### src/rtl/gear_pkg.sv
package gear_pkg;
  typedef enum logic [2:0] {
    ST_ARMED = 3'd0,  // on the ground, gear down
    ST_CLIMB = 3'd1,  // airborne, counting continuous flight time
    ST_RAISE = 3'd2,  // pump on, valve set to retract
    ST_UP    = 3'd3,  // gear stowed
    ST_LOWER = 3'd4,  // pump on, valve set to extend
    ST_DOWN  = 3'd5   // gear extended in flight
  } gear_st_e;
endpackage

### src/rtl/gear_rst_sync.sv
module gear_rst_sync #(
  parameter int STAGES = 2
) (
  input  logic clk,
  input  logic rst_n,
  output logic rst_sync_n
);
  logic [STAGES-1:0] chain_q;

  always_ff @(posedge clk or negedge rst_n) begin
    if (!rst_n) chain_q <= '0;
    else        chain_q <= {chain_q[STAGES-2:0], 1'b1};
  end

  assign rst_sync_n = chain_q[STAGES-1];
endmodule

### src/rtl/gear_timer.sv
module gear_timer #(
  parameter int HOLD_CYCLES = 250_000_000,
  localparam int CNT_W = $clog2(HOLD_CYCLES + 1)
) (
  input  logic clk,
  input  logic rst_n,
  input  logic hold,
  output logic time_up
);
  localparam logic [CNT_W-1:0] LOAD = CNT_W'(HOLD_CYCLES);

  logic [CNT_W-1:0] cnt_q, cnt_d;
  logic             cnt_en;

  always_comb begin
    cnt_d  = cnt_q;
    cnt_en = hold || (cnt_q != '0);
    if (hold)               cnt_d = LOAD;
    else if (cnt_q != '0)   cnt_d = cnt_q - 1'b1;
  end

  always_ff @(posedge clk or negedge rst_n) begin
    if (!rst_n)      cnt_q <= LOAD;
    else if (cnt_en) cnt_q <= cnt_d;
  end

  assign time_up = !hold && (cnt_q == '0);

  // once expired, the flag stays up until the timer is held again
  assert_expiry_sticky_R4: assert property (@(posedge clk) disable iff (!rst_n)
    time_up |=> (hold || time_up));
endmodule

### src/rtl/gear_fsm.sv
module gear_fsm
  import gear_pkg::*;
(
  input  logic     clk,
  input  logic     rst_n,
  input  logic     lever_down,
  input  logic     on_ground,
  input  logic     stowed_sns,
  input  logic     deployed_sns,
  input  logic     time_up,
  output gear_st_e state
);
  gear_st_e state_q, state_d;

  always_comb begin
    state_d = state_q;
    unique case (state_q)
      ST_ARMED: if (!on_ground) state_d = ST_CLIMB;
      ST_CLIMB: begin
        if (on_ground)                   state_d = ST_ARMED;
        else if (time_up && !lever_down) state_d = ST_RAISE;
      end
      ST_RAISE: begin
        if (lever_down || on_ground) state_d = ST_LOWER;
        else if (stowed_sns)         state_d = ST_UP;
      end
      ST_UP:    if (lever_down || on_ground) state_d = ST_LOWER;
      ST_LOWER: begin
        if (!lever_down && !on_ground) state_d = ST_RAISE;
        else if (deployed_sns && lever_down) state_d = ST_DOWN;
      end
      ST_DOWN:  if (on_ground) state_d = ST_ARMED;
      default:  state_d = ST_ARMED;
    endcase
  end

  always_ff @(posedge clk or negedge rst_n) begin
    if (!rst_n) state_q <= ST_ARMED;
    else        state_q <= state_d;
  end

  assign state = state_q;

  // ground contact is never followed by retraction
  assert_no_raise_on_ground_R8: assert property (@(posedge clk) disable iff (!rst_n)
    on_ground |=> (state_q != ST_RAISE));

  // leaving the airborne wait for raising needs an expired timer and lever up
  assert_raise_needs_timer_R4: assert property (@(posedge clk) disable iff (!rst_n)
    (state_q == ST_RAISE && $past(state_q) == ST_CLIMB) |-> ($past(time_up) && !$past(lever_down)));
endmodule

### src/rtl/gear_outdec.sv
module gear_outdec
  import gear_pkg::*;
(
  input  logic     clk,
  input  logic     rst_n,
  input  gear_st_e state,
  output logic     valve_lower,
  output logic     pump_on,
  output logic     timer_hold,
  output logic     led_motion,
  output logic     led_down
);
  always_comb begin
    valve_lower = 1'b0;
    pump_on     = 1'b0;
    timer_hold  = 1'b1;
    led_motion  = 1'b0;
    led_down    = 1'b0;
    unique case (state)
      ST_ARMED: led_down = 1'b1;
      ST_CLIMB: timer_hold = 1'b0;
      ST_RAISE: begin pump_on = 1'b1; led_motion = 1'b1; end
      ST_UP:    ;
      ST_LOWER: begin pump_on = 1'b1; led_motion = 1'b1; valve_lower = 1'b1; end
      ST_DOWN:  led_down = 1'b1;
      default:  ;
    endcase
  end

  // the down lamp and the pump are never on together
  assert_lamp_vs_pump_R9: assert property (@(posedge clk) disable iff (!rst_n)
    led_down |-> !pump_on);

  // the timer only runs while the pump is idle
  assert_timer_idle_pump_R9: assert property (@(posedge clk) disable iff (!rst_n)
    !timer_hold |-> !pump_on);
endmodule

### src/rtl/gear_ctl.sv
module gear_ctl
  import gear_pkg::*;
#(
  parameter int HOLD_CYCLES = 250_000_000
) (
  input  logic clk,
  input  logic rst_n,
  input  logic lever_down,
  input  logic on_ground,
  input  logic stowed_sns,
  input  logic deployed_sns,
  output logic valve_lower,
  output logic pump_on,
  output logic timer_hold,
  output logic led_motion,
  output logic led_down
);
  logic     rst_i_n;
  logic     time_up;
  gear_st_e state;

  gear_rst_sync #(.STAGES(2)) u_rst (
    .clk        (clk),
    .rst_n      (rst_n),
    .rst_sync_n (rst_i_n)
  );

  gear_timer #(.HOLD_CYCLES(HOLD_CYCLES)) u_tmr (
    .clk     (clk),
    .rst_n   (rst_i_n),
    .hold    (timer_hold),
    .time_up (time_up)
  );

  gear_fsm u_fsm (
    .clk          (clk),
    .rst_n        (rst_i_n),
    .lever_down   (lever_down),
    .on_ground    (on_ground),
    .stowed_sns   (stowed_sns),
    .deployed_sns (deployed_sns),
    .time_up      (time_up),
    .state        (state)
  );

  gear_outdec u_dec (
    .clk         (clk),
    .rst_n       (rst_i_n),
    .state       (state),
    .valve_lower (valve_lower),
    .pump_on     (pump_on),
    .timer_hold  (timer_hold),
    .led_motion  (led_motion),
    .led_down    (led_down)
  );

  // the timer is released only after lift-off has been sampled
  assert_release_after_liftoff_R2: assert property (@(posedge clk) disable iff (!rst_i_n)
    $fell(timer_hold) |-> !$past(on_ground));
endmodule

### config.mk
export PLATFORM = sky130hd
export DESIGN_NAME = gear_ctl
export DESIGN_NICKNAME = d
export VERILOG_FILES = /design/src/rtl/gear_pkg.sv /design/src/rtl/gear_rst_sync.sv /design/src/rtl/gear_timer.sv /design/src/rtl/gear_fsm.sv /design/src/rtl/gear_outdec.sv /design/src/rtl/gear_ctl.sv
export SDC_FILE = /design/constraint.sdc
export NUM_CORES = 1
export LEC_CHECK = 0
export ABC_AREA = 0
export ABC_CLOCK_PERIOD_IN_PS = 2150
export BUFFER_PORTS_ARGS = -buffer_cell sky130_fd_sc_hd__buf_2
export CORE_MARGIN = 4
export CORE_UTILIZATION = 55
export CTS_BUF_LIST = sky130_fd_sc_hd__clkbuf_4 sky130_fd_sc_hd__clkbuf_8
export DETAILED_ROUTE_END_ITERATION = 8
export PLACE_DENSITY_LB_ADDON = 0.12
export SYNTH_ARGS = -nofsm -noshare
export SYNTH_HDL_FRONTEND = slang
export SYNTH_HIERARCHICAL = 1
export SYNTH_SLANG_ARGS = --single-unit
export TNS_END_PERCENT = 50
### constraint.sdc
create_clock -name clk -period 2.15 [get_ports clk]
set_clock_uncertainty 0.05 [all_clocks]
set_input_delay 0.43 -clock clk [delete_from_list [all_inputs] [get_ports clk]]
set_output_delay 0.43 -clock clk [all_outputs]
set_load 0.05 [all_outputs]
Yosys cells after proc, flatten, opt, wreduce, memory -nomap -nowiden --
Cells that the tools add are included. W data, S select, Z words.
Word-level totals: output and inout port bits 5, flip-flop bits (word level) 33, bits of input ports 6
Operators by class: equal/unequal tests 12, add/subtract/negate cells 1, reduce and logical (&&, ||, !) cells 15, multiplexer cells 16
Operator list (number):
- $mux W28 | 2
- $logic_not A28 Y1 | 1
- $reduce_bool A28 Y1 | 1
- $sub A28 B1 Y28 const B | 1
- $mux W3 | 9
- $pmux W3 S6 | 1
- $ne A3 B3 Y1 const B | 3
- $eq A3 B2 Y1 const B | 2
- $eq A3 B3 Y1 const B | 2
- $ne A2 B2 Y1 const B | 3
- $reduce_and A6 Y1 | 1
- $logic_and A1 B1 Y1 | 4
- $mux W1 | 4
- $reduce_or A2 Y1 | 2
- $eq A3 B1 Y1 const B | 1
- $logic_not A3 Y1 | 1
- $logic_not A1 Y1 | 2
- $logic_or A1 B1 Y1 | 2
- $ne A2 B1 Y1 const B | 1
- $reduce_and A2 Y1 | 1

Depth between registers and ports, before layout --
Gate-level depths: netlist of run 1.
depth after elaboration 6, mapped depth 10, depth with buffers taken out 9

Cells and area by module --
Netlist of run 1, hierarchy kept.
By module, submodules not included:
- gear_timer | cells each 160, area an instance 1621.6 µm², seq. area each 716.9 µm², instances 1
- gear_fsm | cells each 28, area an instance 255.2 µm², seq. area each 75.1 µm², instances 1
- gear_rst_sync | cells each 3, area an instance 53.8 µm², seq. area each 50.0 µm², instances 1
- gear_outdec | cells each 8, area an instance 47.5 µm², seq. area each 0.0 µm², instances 1

Worst setup path after synthesis of run 1 --
Ideal clock, no wire load.
kind flip-flop to flip-flop, start reg u_tmr.cnt_q[8], end reg u_fsm.state_q[1], in the netlist u_fsm/state[1], setup slack -0.626 ns, arrival time 2.601 ns, required time 1.975 ns, buffers on the path 2, clock period less this slack 2.776 ns, cell stages (with the launch flop) 10, library setup time 0.125 ns, cells stage by stage dfrtp_1 or4_1 buf_2 or3_1 buf_6 nor3_1 or4b_4 nand4b_2 nand2_2 mux2_4
On the way: cells in the longest elaborated chain, start to end 5
RTL lines:
- start: declaration | line gear_timer.sv:12 | logic [CNT_W-1:0] cnt_q, cnt_d;
- start signal: assignment | line gear_timer.sv:24 | else if (cnt_en) cnt_q <= cnt_d;
- $logic_not A28 Y1 | line gear_timer.sv:27 | assign time_up = !hold && (cnt_q == '0);
- $logic_and A1 B1 Y1 | line gear_timer.sv:27
- via time_up | line gear_ctl.sv:19 | logic time_up;
- $logic_and A1 B1 Y1 | line gear_fsm.sv:21 | else if (time_up && !lever_down) state_d = ST_RAISE;
- $ne A3 B3 Y1 (no line)
- $reduce_and A6 Y1 (no line)
- end signal: assignment | line gear_fsm.sv:39 | else state_q <= state_d;
- end: declaration | line gear_fsm.sv:13 | gear_st_e state_q, state_d;
The timed path passes the listed nets, and every way through them passes these cells. A chain may end at the register's enable or synchronous reset.

Worst setup path in the final report of run 1 --
start reg u_tmr.cnt_q[12], end reg u_fsm.state_q[1], in the netlist u_fsm/state[1]
Same word-level chain as after synthesis.

==> flow_metrics.py, run 1 <==
metrics = {
    "critical_path": {
        "crit_end": "u_fsm/state[1]$_DFFE_PN0P_",
        "startpoint": "u_tmr/cnt_q[12]$_DFFE_PN1N_",
        "worstPathCellList": "or4_4 > or3_4 > nor3_2 > or4b_4 > nand4b_4 > nand2_2 > mux2_4",
        "cp_max_fo": 2,
        "r2r_slack_ns": -0.39,
        "critPathSlowestCell": "or4_4",
        "crit_buf_inv": 0,
        "worstReg2RegStart": "u_tmr/cnt_q[12]$_DFFE_PN1N_",
        "cp-end-kind": "register",
        "path_depth": 7,
        "crit_family": "simple AND/OR/NAND/NOR gates",
        "required_ns": 2.32,
        "r2r_cells": 7,
        "cp.arrival_ns": 2.71,
        "max_stage_delay_ns": 0.53,
        "crit_type": "reg -> reg",
        "reg2reg_to": "u_fsm/state[1]$_DFFE_PN0P_",
        "startpoint_type": "register",
    },
    "synth": {
        "yosysWarnings": 6,
        "synth_area_leaders": "dfrtp_1 (25%), dfstp_2 (17%), xor2_1 (6.2%)",
        "async_flop_share_pct": 100,
        "synth_most_common_cell": "nor2_1",
        "synth_largest_area_cell": "dfrtp_1",
        "netlist_top_cells_count": "nor2_1 (24), dfrtp_1 (20), xor2_1 (14)",
        "netlist-cell-type-count": 51,
        "synth_edf_count": 0,
        "synth_area_um2": 1980,
        "syn_inst": 199,
        "yosys_most_used_dff": "dfrtp_1",
        "synth_top_area_share_pct": 25.3,
        "synth_area_per_cell_um2": 9.94,
        "yosysSeqAreaShare_pct": 42.6,
        "ys_ff_latch": 33,
        "syn_nets": 207,
    },
    "clock_tree": {
        "cts_num_sinks": 33,
        "insertion_delay_ns": 0.34,
        "cts_tree": "done",
        "cts_max_level": 2,
        "cts.path.max_buffers": 2,
        "clock-root-buffer": "clkbuf_4",
        "path_clk_slew_ns": 0.10,
        "numCtsBuffers": 5,
    },
    "die": {
        "ios": 11,
        "dieArea_um2": 4620,
        "coreArea_um2": 3420,
        "row_count": 21,
        "die_y_um": 68.0,
        "die-width_um": 68.0,
        "start_util_pct": 57.9,
    },
    "sta": {
        "rsz0062_at_grt": "true",
        "finalCriticalPeriod_ns": 2.54,
        "fin_crit_sh_pct": 118,
        "setup_ws_ns": -0.393,
        "setup_viol": 6,
        "tns_ns": -0.891,
        "maxSlewViolCount": 0,
        "fmax_mhz": 393,
        "finalHoldViolCount": 0,
    },
    "detailed_routing": {
        "drcViolationCount": 0,
        "routedWlPerCell_um": 14.7,
        "vias": 1686,
        "drt-initial-drc-count": 48,
        "firstDrtPassIters": 4,
        "ant_nets": 0,
        "vias_per_cell": 5.60,
        "wl_um": 4420,
    },
    "final_layout": {
        "fin_nets": 263,
        "post-route-util_pct": 75.4,
        "diodes": 0,
        "drive_gt1_share_pct": 45.5,
        "synthToLayoutAreaGrowth_pct": 30.2,
        "num-fill-cells": 242,
    },
    "power_and_ir_drop": {
        "p_leak_nw": 1.11,
        "p_per_area_nw_per_um2": 1110,
        "power_w": 0.00287,
        "ir_worst_vdd_uv": 792,
    },
    "grt": {
        "grtUsageTotal_pct": 22.3,
        "grt_first_pass_wirelength_um": 7640,
        "antenna_found_initial": 0,
        "grt_max_degree": 33,
        "grt_overflow": 0,
        "grt_pass1_vias": 1715,
    },
    "hold_path": {
        "hp-class": "reg -> async",
    },
    "place": {
        "portBuffers": 10,
        "place_hpwl_um": 2920,
        "gp_congestion": 0.809,
    },
    "status": {
        "violations": "negative setup slack",
        "status": "complete, but fails checks",
    },
    "run": {
        "max_cap_viol_count": 0,
    },
}
-- flip-flops by register name, indices dropped and copies added (netlist names) --
signal	flops
u_tmr/cnt_q	28
u_fsm/state	3
u_rst/chain_q	2
-- cells in the final DEF, fill, tap and decap left out, types with 2 or more instances in the layout --
cell and instances:
dfrtp_1 20, xor2_1 14, o21ai_2 4, buf_4 47, nor2_4 2, buf_2 10
a21oi_1 7, nand3_1 2, o31ai_2 2, nor3_1 9, o31a_1 2, ha_1 2
dfstp_2 13, or4_4 5, mux2i_1 2, nand4b_4 2, nor2_8 2, nor2_1 23
or2_2 2, nand2_1 8, inv_1 3, xnor2_1 3, or3b_1 2, nand2b_1 7
clkbuf_4 6, o21ai_0 3, o211ai_2 2, or3_1 5, nor4_1 4, nor2b_1 2
o21ai_1 5, nand3b_1 2, nand4_1 4
-- report_power, final --
part | switching (W) | total, W | internal (W) | leakage (nW)
Combinational | 0.00103 | 0.00175 | 0.000718 | 0.680
Clock | 0.000212 | 0.000345 | 0.000133 | 0.0315
Sequential | 0.0000479 | 0.000771 | 0.000723 | 0.403
Total | 0.00129 | 0.00287 | 0.00157 | 1.11
-- cell type report --
| type | instances | area (um2) | share of cell area, % |
|---|---|---|---|
| clock buffer | 6 | 45.0 | 1.75 |
| clock inverter | 1 | 5.00 | 0.194 |
| inverter | 3 | 11.3 | 0.437 |
| multi-input combinational | 152 | 1170 | 45.6 |
| sequential | 33 | 842 | 32.7 |
| tap | 46 | 57.6 | 2.24 |
| timing repair buffer | 60 | 439 | 17.1 |
-- cells by family after synthesis --
| family | after synthesis | share of synthesized area [%] |
|---|---|---|
| other | 1 | 0.190 |
| multiplexers | 4 | 2.34 |
| AND/OR/NAND/NOR | 97 | 31.5 |
| AO/OA/AOI/OAI | 31 | 10.8 |
| adder cells (fa/ha/maj) | 2 | 1.26 |
| flip-flops | 33 | 42.6 |
| XOR/XNOR | 17 | 7.53 |
| buffers and inverters | 14 | 3.79 |
-- layer usage --
| layer | up-vias | GRT usage, % | share of wire (%) |
|---|---|---|---|
| li1 | 819 | - | - |
| met1 | 826 | 26.1 | 44 |
| met2 | 28 | 38.1 | 51 |
| met3 | 13 | 5.58 | 2.8 |
| met4 | 0 | 10.2 | 2.5 |
| met5 | - | 0 | 0 |
-- timing repair --
action | in CTS | in global routing
hold buffers | 1 | 0
pin swaps | 7 | 7
setup buffers | 7 | 1
gates resized for setup | 13 | 12
hold endpoints to repair | 2 | 0
endpoints found under the setup margin | 13 | 17
-- through the flow --
| stage | instance area [um2] | instances | worst slack [ns] | hold slack (ns) |
|---|---|---|---|---|
| final | 2570 | 301 | -0.393 | 0.214 |
| after global routing | 2570 | 301 | -0.469 | 0.257 |
| after CTS | 2510 | 300 | -0.406 | 0.223 |
| after detailed placement | 2330 | 285 | -0.496 | 0.169 |
| after global placement | 2330 | 285 | -0.502 | 0.165 |
| after floorplan | 1980 | 199 | -0.610 | 0.0844 |
-- worst min path at each step --
| stage | startpoint | to | slack, ns |
|---|---|---|---|
| after detailed placement | rst_n | u_rst/chain_q[1]$_DFF_PN0_ | 0.17 |
| final | u_rst/chain_q[1]$_DFF_PN0_ | u_tmr/cnt_q[4]$_DFFE_PN0N_ | 0.21 |
| after CTS | u_rst/chain_q[1]$_DFF_PN0_ | u_tmr/cnt_q[4]$_DFFE_PN0N_ | 0.22 |
| after global routing | u_rst/chain_q[1]$_DFF_PN0_ | u_tmr/cnt_q[2]$_DFFE_PN0N_ | 0.26 |
| after floorplan | rst_n | u_rst/chain_q[0]$_DFF_PN0_ | 0.08 |
| after global placement | rst_n | u_rst/chain_q[1]$_DFF_PN0_ | 0.17 |
Power figures use the tool's default switching activity.
==> run 2: changes to the inputs <==
BUFFER_PORTS_ARGS = not set   (was -buffer_cell sky130_fd_sc_hd__buf_2)
DONT_BUFFER_PORTS = 1   (was not set)
PLACE_DENSITY = 0.78   (was not set)
PLACE_DENSITY_LB_ADDON = not set   (was 0.12)
==> run 2 against run 1 <==
The run still ends with negative setup slack left. Clock power is 14% higher. Largest power group unchanged. Global-route usage up 1.1 points. First-iteration DRC count increased to 2.9 times the previous value. Design area decreased by 2.8%. Worst hold slack worse by 0.010 ns. Via count is 4.0% higher. Setup slack improved by 0.040 ns. Clock-buffer cell count grew 2.
==> flow_metrics.py, run 2 (synthesized netlist as in run 1, its figures left out) <==
metrics = {
    "status": {
        "status": "complete, but fails checks",
        "violations": "negative setup slack",
    },
    "hold_path": {
        "hp-class": "reg -> async",
    },
    "grt": {
        "antenna_found_initial": 0,
        "grt_max_degree": 33,
        "grt_first_pass_wirelength_um": 8000,
        "grtUsageTotal_pct": 23.3,
        "grt_pass1_vias": 1753,
        "grt_overflow": 0,
    },
    "final_layout": {
        "layout_common_cells": "buf_4 (47), nor2_1 (22), dfrtp_1 (20), xor2_1 (14), dfstp_2 (13)",
        "num-fill-cells": 229,
        "layout_commonest_cell": "buf_4",
        "multi_input_area_um2": 1150,
        "stdcell_count": 291,
        "largest_register": "u_tmr/cnt_q",
        "fin_nets": 252,
        "seqCellArea_um2": 842,
        "finalInstanceArea_um2": 2500,
        "diodes": 0,
        "largest_reg_flops": 28,
        "drive_gt1_share_pct": 42.0,
        "synthToLayoutAreaGrowth_pct": 26.5,
        "post-route-util_pct": 73.3,
    },
    "power_and_ir_drop": {
        "switching_share_pct": 45.1,
        "p_per_area_nw_per_um2": 1160,
        "p_leak_nw": 1.07,
        "p_int_w": 0.00159,
        "ir_worst_vdd_uv": 753,
        "p_switching_w": 0.00131,
        "power_w": 0.00290,
        "power_frac_clock_pct": 13.5,
        "combPwrFrac_pct": 59.8,
        "seqPwrFrac_pct": 26.7,
    },
    "critical_path": {
        "cp_max_fo": 3,
        "startpoint_type": "register",
        "required_ns": 2.33,
        "crit_type": "reg -> reg",
        "cp.arrival_ns": 2.68,
        "cp-end-kind": "register",
    },
    "sta": {
        "fin_crit_sh_pct": 116,
        "rsz0062_at_grt": "true",
        "setup_ws_ns": -0.353,
        "finalCriticalPeriod_ns": 2.50,
        "fmax_mhz": 400,
        "maxSlewViolCount": 0,
        "finalHoldViolCount": 0,
        "setup_viol": 4,
        "hold_slack_ns": 0.204,
    },
    "place": {
        "place_hpwl_um": 3420,
        "portBuffers": 0,
        "place_area_um2": 2310,
        "gp_congestion": 0.774,
        "placed_cells": 278,
    },
    "clock_tree": {
        "numCtsBuffers": 5,
        "cts_num_sinks": 33,
        "insertion_delay_ns": 0.34,
        "cts_tree": "done",
        "cts_max_level": 2,
        "path_clk_slew_ns": 0.10,
        "cts.path.max_buffers": 2,
        "clock-root-buffer": "clkbuf_4",
    },
    "die": {
        "die-width_um": 68.0,
        "start_util_pct": 57.9,
        "dieArea_um2": 4620,
        "ios": 11,
        "coreArea_um2": 3420,
        "row_count": 21,
        "die_y_um": 68.0,
    },
    "run": {
        "max_cap_viol_count": 0,
    },
    "detailed_routing": {
        "wl_um": 4870,
        "routedWlPerCell_um": 16.7,
        "vias_per_cell": 6.02,
        "drt-initial-drc-count": 138,
        "ant_nets": 0,
        "drcViolationCount": 0,
        "vias": 1753,
        "firstDrtPassIters": 4,
    },
}
[run 2: changes by cell type in the layout (fill, tap and decap cells not counted), sizes merged]
cell,change
clkbuf,+2
clkinv,-1
buf,-11
[run 2: area by class of cell]
class,count,share of cell area [%]
Sequential cell,33,33.7
Timing Repair Buffer,49,15.0
Clock buffer,8,2.65
Tap cell,46,2.30
Multi-Input combinational cell,152,46.0
Inverter,3,0.450
[run 2: final timing paths]
kind | start | to | slack [ns] | cells past startpoint
min in group clk | on_ground | u_fsm/state[2]$_DFFE_PN0P_ | 0.24 | 2
hold / removal | u_rst/chain_q[1]$_DFF_PN0_ | u_tmr/cnt_q[24]$_DFFE_PN0N_ | 0.20 | 1
setup reg to reg | u_tmr/cnt_q[9]$_DFFE_PN1N_ | u_fsm/state[1]$_DFFE_PN0P_ | -0.35 | 7
max in group asynchronous | u_rst/chain_q[1]$_DFF_PN0_ | u_tmr/cnt_q[9]$_DFFE_PN1N_ | 1.51 | 1
hold reg to reg | u_rst/chain_q[1]$_DFF_PN0_ | u_tmr/cnt_q[24]$_DFFE_PN0N_ | 0.20 | 1
setup / recovery | u_tmr/cnt_q[9]$_DFFE_PN1N_ | u_fsm/state[1]$_DFFE_PN0P_ | -0.35 | 7
[run 2: what timing repair did]
item,in CTS,in global routing
setup endpoints to repair,4,23
hold endpoints to repair,2,0
hold buffers,1,0
setup buffers,0,4
gates resized for setup,5,12
pin swaps,3,3
[run 2: worst max-delay path: stages, from the launching register on]
cell      delay [ns]
dfstp_2         0.38
or4_4           0.53
or3_4           0.41
nor3_2          0.09
or4b_4          0.48
nand4b_4        0.10
nand2_2         0.06
mux2_4          0.29
[run 2: metrics by stage]
step                      setup TNS [ns]  worst slack, ns
after detailed placement          -0.737           -0.403
final                             -0.608           -0.353
after CTS                         -0.651           -0.389
after floorplan                   -0.952           -0.610
after global routing              -0.939           -0.437
after global placement            -0.543           -0.367
[run 2: routing by layer]
layer	wire length, um	vias up	part of all wire (%)	global-route usage (%)
li1	-	802	-	-
met1	1990	876	41	26.5
met2	2520	61	52	41.2
met3	263	14	5.4	6.08
met4	96	0	2.0	9.93
met5	0	-	0	0
[run 2: power by group through the flow]
stage	clock network, W	logic, W	registers (W)
after floorplan	0	0.00109	0.000833
after global placement	0	0.00151	0.000769
after detailed placement	0	0.00160	0.000779
after CTS	0.000403	0.00164	0.000770
after global routing	0.000440	0.00185	0.000784
final	0.000392	0.00174	0.000773
